File: src/rtl/f2i_store_pkg.sv
package f2i_store_pkg;

  localparam logic [5:0] OPC_PATTERN = 6'b110101;
  localparam int         REG_SEL_W   = 3;
  localparam int         FP_W        = 32;

  typedef enum logic [1:0] {
    DISP_ZERO = 2'b00,
    DISP_ONE  = 2'b01,
    DISP_IDX0 = 2'b10,
    DISP_IDX1 = 2'b11
  } disp_sel_e;

  typedef struct packed {
    disp_sel_e      disp;
    logic [2:0]     aux;
  } ind_sel_t;

  typedef struct packed {
    logic [2:0]     rsvd;
    ind_sel_t       sel;
  } ind_field_t;

  typedef struct packed {
    logic [5:0]           opc;
    logic [REG_SEL_W-1:0] cvtDst;
    ind_field_t           cvtSrc;
    ind_field_t           stDst;
    logic                 zeroA;
    logic [REG_SEL_W-1:0] stSrc;
    logic [2:0]           zeroB;
  } insn_t;

  typedef struct packed {
    logic [REG_SEL_W-1:0] cvtDst;
    ind_sel_t             cvtSrc;
    ind_sel_t             stDst;
    logic [REG_SEL_W-1:0] stSrc;
  } dec_t;

  typedef struct packed {
    logic capture;
    logic commit;
  } strobe_t;

endpackage

File: src/rtl/f2i_store_conv.sv
module f2i_store_conv #(
  parameter int DATA_W = 32
) (
  input  logic [31:0]       fpIn,
  output logic [DATA_W-1:0] intOut,
  output logic              ovf
);
  localparam int MANT_W = 24;
  localparam int WIDE_W = MANT_W + DATA_W - 1;
  localparam int SH_W   = $clog2(DATA_W);
  localparam logic [DATA_W-1:0] INT_MAX = {1'b0, {(DATA_W-1){1'b1}}};
  localparam logic [DATA_W-1:0] INT_MIN = {1'b1, {(DATA_W-1){1'b0}}};
  localparam logic signed [7:0] OVF_EXP  = 8'(DATA_W - 1);
  localparam logic signed [7:0] ZERO_EXP = 8'sh80;

  logic signed [7:0]   expS;
  logic                sgn;
  logic [22:0]         frac;
  logic [WIDE_W-1:0]   wide;
  logic [DATA_W-1:0]   mag;
  logic                fracNz;

  always_comb begin
    expS   = $signed(fpIn[31:24]);
    sgn    = fpIn[23];
    frac   = fpIn[22:0];
    wide   = {{(DATA_W-1){1'b0}}, 1'b1, frac} << expS[SH_W-1:0];
    mag    = wide[WIDE_W-1:MANT_W-1];
    fracNz = |wide[MANT_W-2:0];
    ovf    = 1'b0;
    if (expS == ZERO_EXP) begin
      intOut = '0;
    end else if (expS >= OVF_EXP) begin
      if (sgn && (expS == OVF_EXP) && (frac == '0)) begin
        intOut = INT_MIN;
      end else begin
        ovf    = 1'b1;
        intOut = sgn ? INT_MIN : INT_MAX;
      end
    end else if (expS < 0) begin
      intOut = sgn ? '1 : '0;
    end else if (sgn) begin
      intOut = '0 - (mag + DATA_W'(fracNz));
    end else begin
      intOut = mag;
    end
  end
endmodule

File: src/rtl/f2i_store_agu.sv
module f2i_store_agu
  import f2i_store_pkg::*;
#(
  parameter int ADDR_W = 24,
  parameter int NUM_AR = 8
) (
  input  ind_sel_t                   sel,
  input  logic [NUM_AR*ADDR_W-1:0]   auxRegs,
  input  logic [ADDR_W-1:0]          idx0,
  input  logic [ADDR_W-1:0]          idx1,
  output logic [ADDR_W-1:0]          ea
);
  localparam int AR_SEL_W = $clog2(NUM_AR);

  logic [ADDR_W-1:0] arArr [NUM_AR];
  logic [ADDR_W-1:0] disp;

  for (genvar g = 0; g < NUM_AR; g++) begin : g_unpack
    assign arArr[g] = auxRegs[g*ADDR_W +: ADDR_W];
  end

  always_comb begin
    unique case (sel.disp)
      DISP_ZERO: disp = '0;
      DISP_ONE:  disp = ADDR_W'(1);
      DISP_IDX0: disp = idx0;
      DISP_IDX1: disp = idx1;
      default:   disp = '0;
    endcase
    ea = arArr[sel.aux[AR_SEL_W-1:0]] + disp;
  end
endmodule

File: src/rtl/f2i_store_ctrl.sv
module f2i_store_ctrl
  import f2i_store_pkg::*;
(
  input  logic        clk,
  input  logic        rstN,
  input  logic        issue,
  input  logic [31:0] instrWord,
  output dec_t        dec,
  output strobe_t     strobe
);
  insn_t insn;
  logic  wordOk;
  logic  execValid;

  always_comb begin
    insn   = insn_t'(instrWord);
    wordOk = (insn.opc == OPC_PATTERN) && !insn.zeroA && (insn.zeroB == 3'b000)
             && (insn.cvtSrc.rsvd == 3'b000) && (insn.stDst.rsvd == 3'b000);
    dec.cvtDst = insn.cvtDst;
    dec.cvtSrc = insn.cvtSrc.sel;
    dec.stDst  = insn.stDst.sel;
    dec.stSrc  = insn.stSrc;
  end

  always_ff @(posedge clk or negedge rstN) begin
    if (!rstN) execValid <= 1'b0;
    else       execValid <= issue && wordOk;
  end

  assign strobe.capture = issue && wordOk;
  assign strobe.commit  = execValid;
endmodule

File: src/rtl/f2i_store_dpath.sv
module f2i_store_dpath
  import f2i_store_pkg::*;
#(
  parameter int DATA_W = 32,
  parameter int ADDR_W = 24,
  parameter int NUM_AR = 8
) (
  input  logic                       clk,
  input  logic                       rstN,
  input  strobe_t                    strobe,
  input  dec_t                       dec,
  input  logic [DATA_W-1:0]          rdData,
  input  logic [NUM_AR*ADDR_W-1:0]   auxRegs,
  input  logic [ADDR_W-1:0]          idx0,
  input  logic [ADDR_W-1:0]          idx1,
  input  logic [DATA_W-1:0]          memRdData,
  output logic [ADDR_W-1:0]          memRdAddr,
  output logic [REG_SEL_W-1:0]       rfWrSel,
  output logic [DATA_W-1:0]          rfWrData,
  output logic                       ovfFlag,
  output logic [ADDR_W-1:0]          memWrAddr,
  output logic [DATA_W-1:0]          memWrData
);
  localparam int NUM_PORTS = 2;

  ind_sel_t             selArr [NUM_PORTS];
  logic [ADDR_W-1:0]    eaArr  [NUM_PORTS];
  logic [REG_SEL_W-1:0] dstQ;
  logic [ADDR_W-1:0]    stAddrQ;
  logic [DATA_W-1:0]    stDataQ;
  logic [DATA_W-1:0]    convOut;
  logic                 convOvf;

  assign selArr[0] = dec.cvtSrc;
  assign selArr[1] = dec.stDst;

  for (genvar p = 0; p < NUM_PORTS; p++) begin : g_agu
    f2i_store_agu #(.ADDR_W(ADDR_W), .NUM_AR(NUM_AR)) u_agu (
      .sel     (selArr[p]),
      .auxRegs (auxRegs),
      .idx0    (idx0),
      .idx1    (idx1),
      .ea      (eaArr[p])
    );
  end

  // snapshot of every source taken in the issue cycle
  always_ff @(posedge clk or negedge rstN) begin
    if (!rstN) begin
      dstQ    <= '0;
      stAddrQ <= '0;
      stDataQ <= '0;
    end else if (strobe.capture) begin
      dstQ    <= dec.cvtDst;
      stAddrQ <= eaArr[1];
      stDataQ <= rdData;
    end
  end

  f2i_store_conv #(.DATA_W(DATA_W)) u_conv (
    .fpIn   (memRdData[31:0]),
    .intOut (convOut),
    .ovf    (convOvf)
  );

  assign memRdAddr = eaArr[0];
  assign rfWrSel   = dstQ;
  assign rfWrData  = strobe.commit ? convOut : '0;
  assign ovfFlag   = strobe.commit && convOvf;
  assign memWrAddr = stAddrQ;
  assign memWrData = stDataQ;
endmodule

File: src/rtl/f2i_store_exec.sv
module f2i_store_exec
  import f2i_store_pkg::*;
#(
  parameter int DATA_W = 32,
  parameter int ADDR_W = 24,
  parameter int NUM_AR = 8
) (
  input  logic                       clk,
  input  logic                       rstN,
  input  logic                       issue,
  input  logic [31:0]                instrWord,
  output logic [2:0]                 rdSel,
  input  logic [DATA_W-1:0]          rdData,
  input  logic [NUM_AR*ADDR_W-1:0]   auxRegs,
  input  logic [ADDR_W-1:0]          idx0,
  input  logic [ADDR_W-1:0]          idx1,
  output logic                       memRdEn,
  output logic [ADDR_W-1:0]          memRdAddr,
  input  logic [DATA_W-1:0]          memRdData,
  output logic                       rfWrEn,
  output logic [2:0]                 rfWrSel,
  output logic [DATA_W-1:0]          rfWrData,
  output logic                       ovfFlag,
  output logic                       memWrEn,
  output logic [ADDR_W-1:0]          memWrAddr,
  output logic [DATA_W-1:0]          memWrData
);
  dec_t    dec;
  strobe_t strobe;

  f2i_store_ctrl u_ctrl (
    .clk       (clk),
    .rstN      (rstN),
    .issue     (issue),
    .instrWord (instrWord),
    .dec       (dec),
    .strobe    (strobe)
  );

  f2i_store_dpath #(.DATA_W(DATA_W), .ADDR_W(ADDR_W), .NUM_AR(NUM_AR)) u_dpath (
    .clk       (clk),
    .rstN      (rstN),
    .strobe    (strobe),
    .dec       (dec),
    .rdData    (rdData),
    .auxRegs   (auxRegs),
    .idx0      (idx0),
    .idx1      (idx1),
    .memRdData (memRdData),
    .memRdAddr (memRdAddr),
    .rfWrSel   (rfWrSel),
    .rfWrData  (rfWrData),
    .ovfFlag   (ovfFlag),
    .memWrAddr (memWrAddr),
    .memWrData (memWrData)
  );

  assign rdSel   = dec.stSrc;
  assign memRdEn = strobe.capture;
  assign rfWrEn  = strobe.commit;
  assign memWrEn = strobe.commit;
endmodule

File: config.mk
export PLATFORM = sky130hd
export DESIGN_NAME = f2i_store_exec
export DESIGN_NICKNAME = d
export VERILOG_FILES = /design/src/rtl/f2i_store_pkg.sv /design/src/rtl/f2i_store_conv.sv /design/src/rtl/f2i_store_agu.sv /design/src/rtl/f2i_store_ctrl.sv /design/src/rtl/f2i_store_dpath.sv /design/src/rtl/f2i_store_exec.sv
export SDC_FILE = /design/constraint.sdc
export NUM_CORES = 1
export LEC_CHECK = 0
export BUFFER_PORTS_ARGS = -buffer_cell sky130_fd_sc_hd__buf_2
export CAP_MARGIN = 20
export CORE_AREA = 2 2 180 182
export DETAILED_ROUTE_END_ITERATION = 12
export DIE_AREA = 0 0 182 184
export PLACE_DENSITY = 0.68
export SLEW_MARGIN = 5
export SYNTH_ARGS = -nofsm -noshare
export SYNTH_HDL_FRONTEND = slang
export SYNTH_SLANG_ARGS = --single-unit
File: constraint.sdc
create_clock -name clk -period 13.2 [get_ports clk]
set_clock_uncertainty 0.2 [all_clocks]
set_input_delay 1.32 -clock clk [delete_from_list [all_inputs] [get_ports clk]]
set_output_delay 1.32 -clock clk [all_outputs]
set_load 0.05 [all_outputs]
==> key figures <==
Clocking
  – H-Tree Depth: 3
  – Hold-fix buffers, CTS: 0
  – Clock latency on the worst-skew pair: 0.34 ns
  – CTS buffer count: 9
  – CTS tree: done
  – Post-CTS Resized: 0
  – Worst-path clk slew: 0.05 ns
  – Clock sinks: 60
  – Total setup buffers inserted after CTS: 0
  – CTS root buffer: clkbuf_16
  – Clock Tree Buf Depth: 2

Synth
  – Seq/Total Area, Yosys: 12.3%
  – Async S/R FF share, synth: 100%
  – Synth cell count leaders: nand2_1, a21oi_1, mux4_2
  – Synthesized flop and latch total: 60
  – Mean post-synth cell area: 8.48 um2
  – Post-Syn Nets: 1857
  – Synth area leader: mux4_2
  – Most area-consuming cells after synthesis: mux4_2, dfrtp_1, ha_1
  – Count leader, synth: nand2_1
  – Mapped cell area: 12200 um2
  – Top cell type's share of synthesized area: 18.7%
  – Post-Syn Instances: 1437
  – EDFF count, synth: 0
  – Synth warn: 0
  – Yosys cell types: 85
  – Synth Flop Type: dfrtp_1

Critical path
  – Worst Path Max Fanout: 41
  – Crit. End Element: output pin
  – Flop2flop setup slack: 12.32 ns
  – Worst endpoint required time: 11.68 ns
  – Startpoint types: primary input
  – Critical path arrival: 6.82 ns
  – Setup CP Type: in -> out

Place
  – Placer congestion estimate: 0.948
  – Placed Area: 14400 um2
  – Hpwl dp: 41500 um
  – Placed Cells incl. Taps: 2185
  – Port-buffer cells: 454

Die
  – Die Area: 33500 um2
  – Die X: 182 um
  – Core area: 31400 um2
  – Rows: 65
  – Starting Density: 38.8%
  – Die outline height: 184 um
  – Ports: 461

Global route
  – Number of antenna violations at the first check in global routing: 9
  – Vias in the first global route: 12.6k
  – Largest net degree at the start of global routing: 77
  – Gr usage total: 28.3%
  – Total congestion overflow: 0
  – First-pass GRT wire length: 72500 um

Flow run
  – Max-cap viol count: 0

Route
  – WL met3: 2910 um
  – Final ANT Viol Nets: 0
  – # DRC: 0
  – Via Count: 12.9k
  – Routed length on met2: 25600 um
  – Pre-Repair DR Iteration Count: 5
  – DRT iter0 DRCs: 993
  – Wire per inst: 22.5 um
  – Highest metal used: met4
  – WL met1: 18800 um
  – Avg Vias per Cell: 5.83
  – Post-Route WL: 49500 um

Power
  – Lkg Pwr: 7.35 nW
  – PwrDens: 81.3 nW/um2
  – Worst vdd ir: 90.9 uV

Timing
  – RSZ-0062 raised after global routing: no
  – Rel. slew slack: 30.8%
  – Fmax: 120 MHz
  – Post-layout min period: 8.34 ns
  – Crit share post-route: 63.2%
  – Final Hold Violating Endpoints: 0
  – Setup TNS: 0 ns
  – Worst-Margin Slew: 1.04 ns
  – Setup violators final: 0
  – Max-slew violations: 0

Finish
  – Fin util: 46.9%
  – Final instance area: 14700 um2
  – Area of the multi-input gates: 9930 um2
  – Nets: 2214
  – Non-filler cells, final: 2207
  – Register area: 1500 um2
  – Fillers: 3133
  – Share of cells above drive strength 1: 37.8%
  – P&R area growth vs syn: 20.9%

Min path
  – HP Class: reg -> reg

Run status
  – Status: complete, no violations
## flip-flops by register name, indices dropped and copies added (netlist names)
register / flops
u_dpath.memWrData: 32
u_dpath.memWrAddr: 24
u_dpath.rfWrSel: 3
u_ctrl.execValid: 1
## power breakdown
part           switching, mW  internal, mW  total [mW]
clock                 0.0854         0.141       0.227
combinational          0.482         0.306       0.787
sequential         0.0000374         0.184       0.184
## through the flow
stage	worst slack, ns	hold slack, ns	total power [mW]
2_1_floorplan	5.18	0.540	0.775
3_3_place_gp	5.01	0.245	0.959
3_5_place_dp	4.91	0.251	0.965
4_1_cts	4.91	0.263	1.19
5_1_grt	4.43	0.277	1.27
6_report	4.86	0.262	1.20
## critical path, cell delays in order
cell	delay (ns)
buf_2	0.65
mux4_2	0.62
mux2_2	0.31
or4_1	0.53
nor4_1	0.21
a21oi_1	0.11
a21oi_1	0.15
ha_1	0.20
ha_1	0.18
inv_1	0.06
ha_1	0.20
o21bai_1	0.16
a221oi_1	0.13
or3_1	0.38
a21oi_1	0.26
o41ai_2	0.13
o311ai_1	0.35
a21oi_1	0.12
a31o_2	0.22
a211oi_1	0.19
buf_2	0.30
## worst paths after layout
kind,from,end,cells past startpoint
max,memRdData[24],rfWrData[31],21
max reg2reg,u_dpath.memWrAddr[19]$_DFFE_PN0P_,u_dpath.memWrAddr[19]$_DFFE_PN0P_,2
min in group asynchronous,rstN,u_dpath.memWrData[7]$_DFFE_PN0P_,2
max in group asynchronous,rstN,u_dpath.memWrAddr[13]$_DFFE_PN0P_,2
min reg2reg,u_dpath.memWrData[15]$_DFFE_PN0P_,u_dpath.memWrData[15]$_DFFE_PN0P_,2
min,u_dpath.memWrData[15]$_DFFE_PN0P_,u_dpath.memWrData[15]$_DFFE_PN0P_,2
## metal layers
metal  global-route usage, %  vias up
li1                        -     6033
met1                    32.9     6171
met2                    51.2      556
met3                    4.02       97
met4                    13.5        0
met5                       0        -
## cells by family after synthesis
group	synth area share (%)
buffers and inverters	6.27
AOI/OAI and AO/OA	18.4
DFF	12.3
adders and majority gates	8.44
xor gates and xnor gates	4.82
and+or+nand+nor	18.0
muxes	31.7
## cell usage in the layout (no fill, tap or decap), types with 11 or more instances in the layout
master	count
mux2i_1	74
mux4_2	101
nor2_1	84
nor2b_1	54
xnor2_1	38
o21a_1	13
nor3_1	27
dfrtp_1	60
ha_1	79
inv_1	42
a211oi_1	11
nand2b_1	11
mux2_2	71
nand2_1	228
buf_2	452
a21o_1	35
nand3_1	14
o21ai_0	77
xor2_1	29
a21oi_1	113
## layout make-up
type	count	area share [%]
multi-input combinational	1217	67.4
timing repair buffer	462	15.9
sequential	60	10.2
tap	402	3.41
clock buffer	12	1.81
inverter	44	1.12
clock inverter	4	0.153
antenna	6	0.102
(Power assumes the default switching activity.)
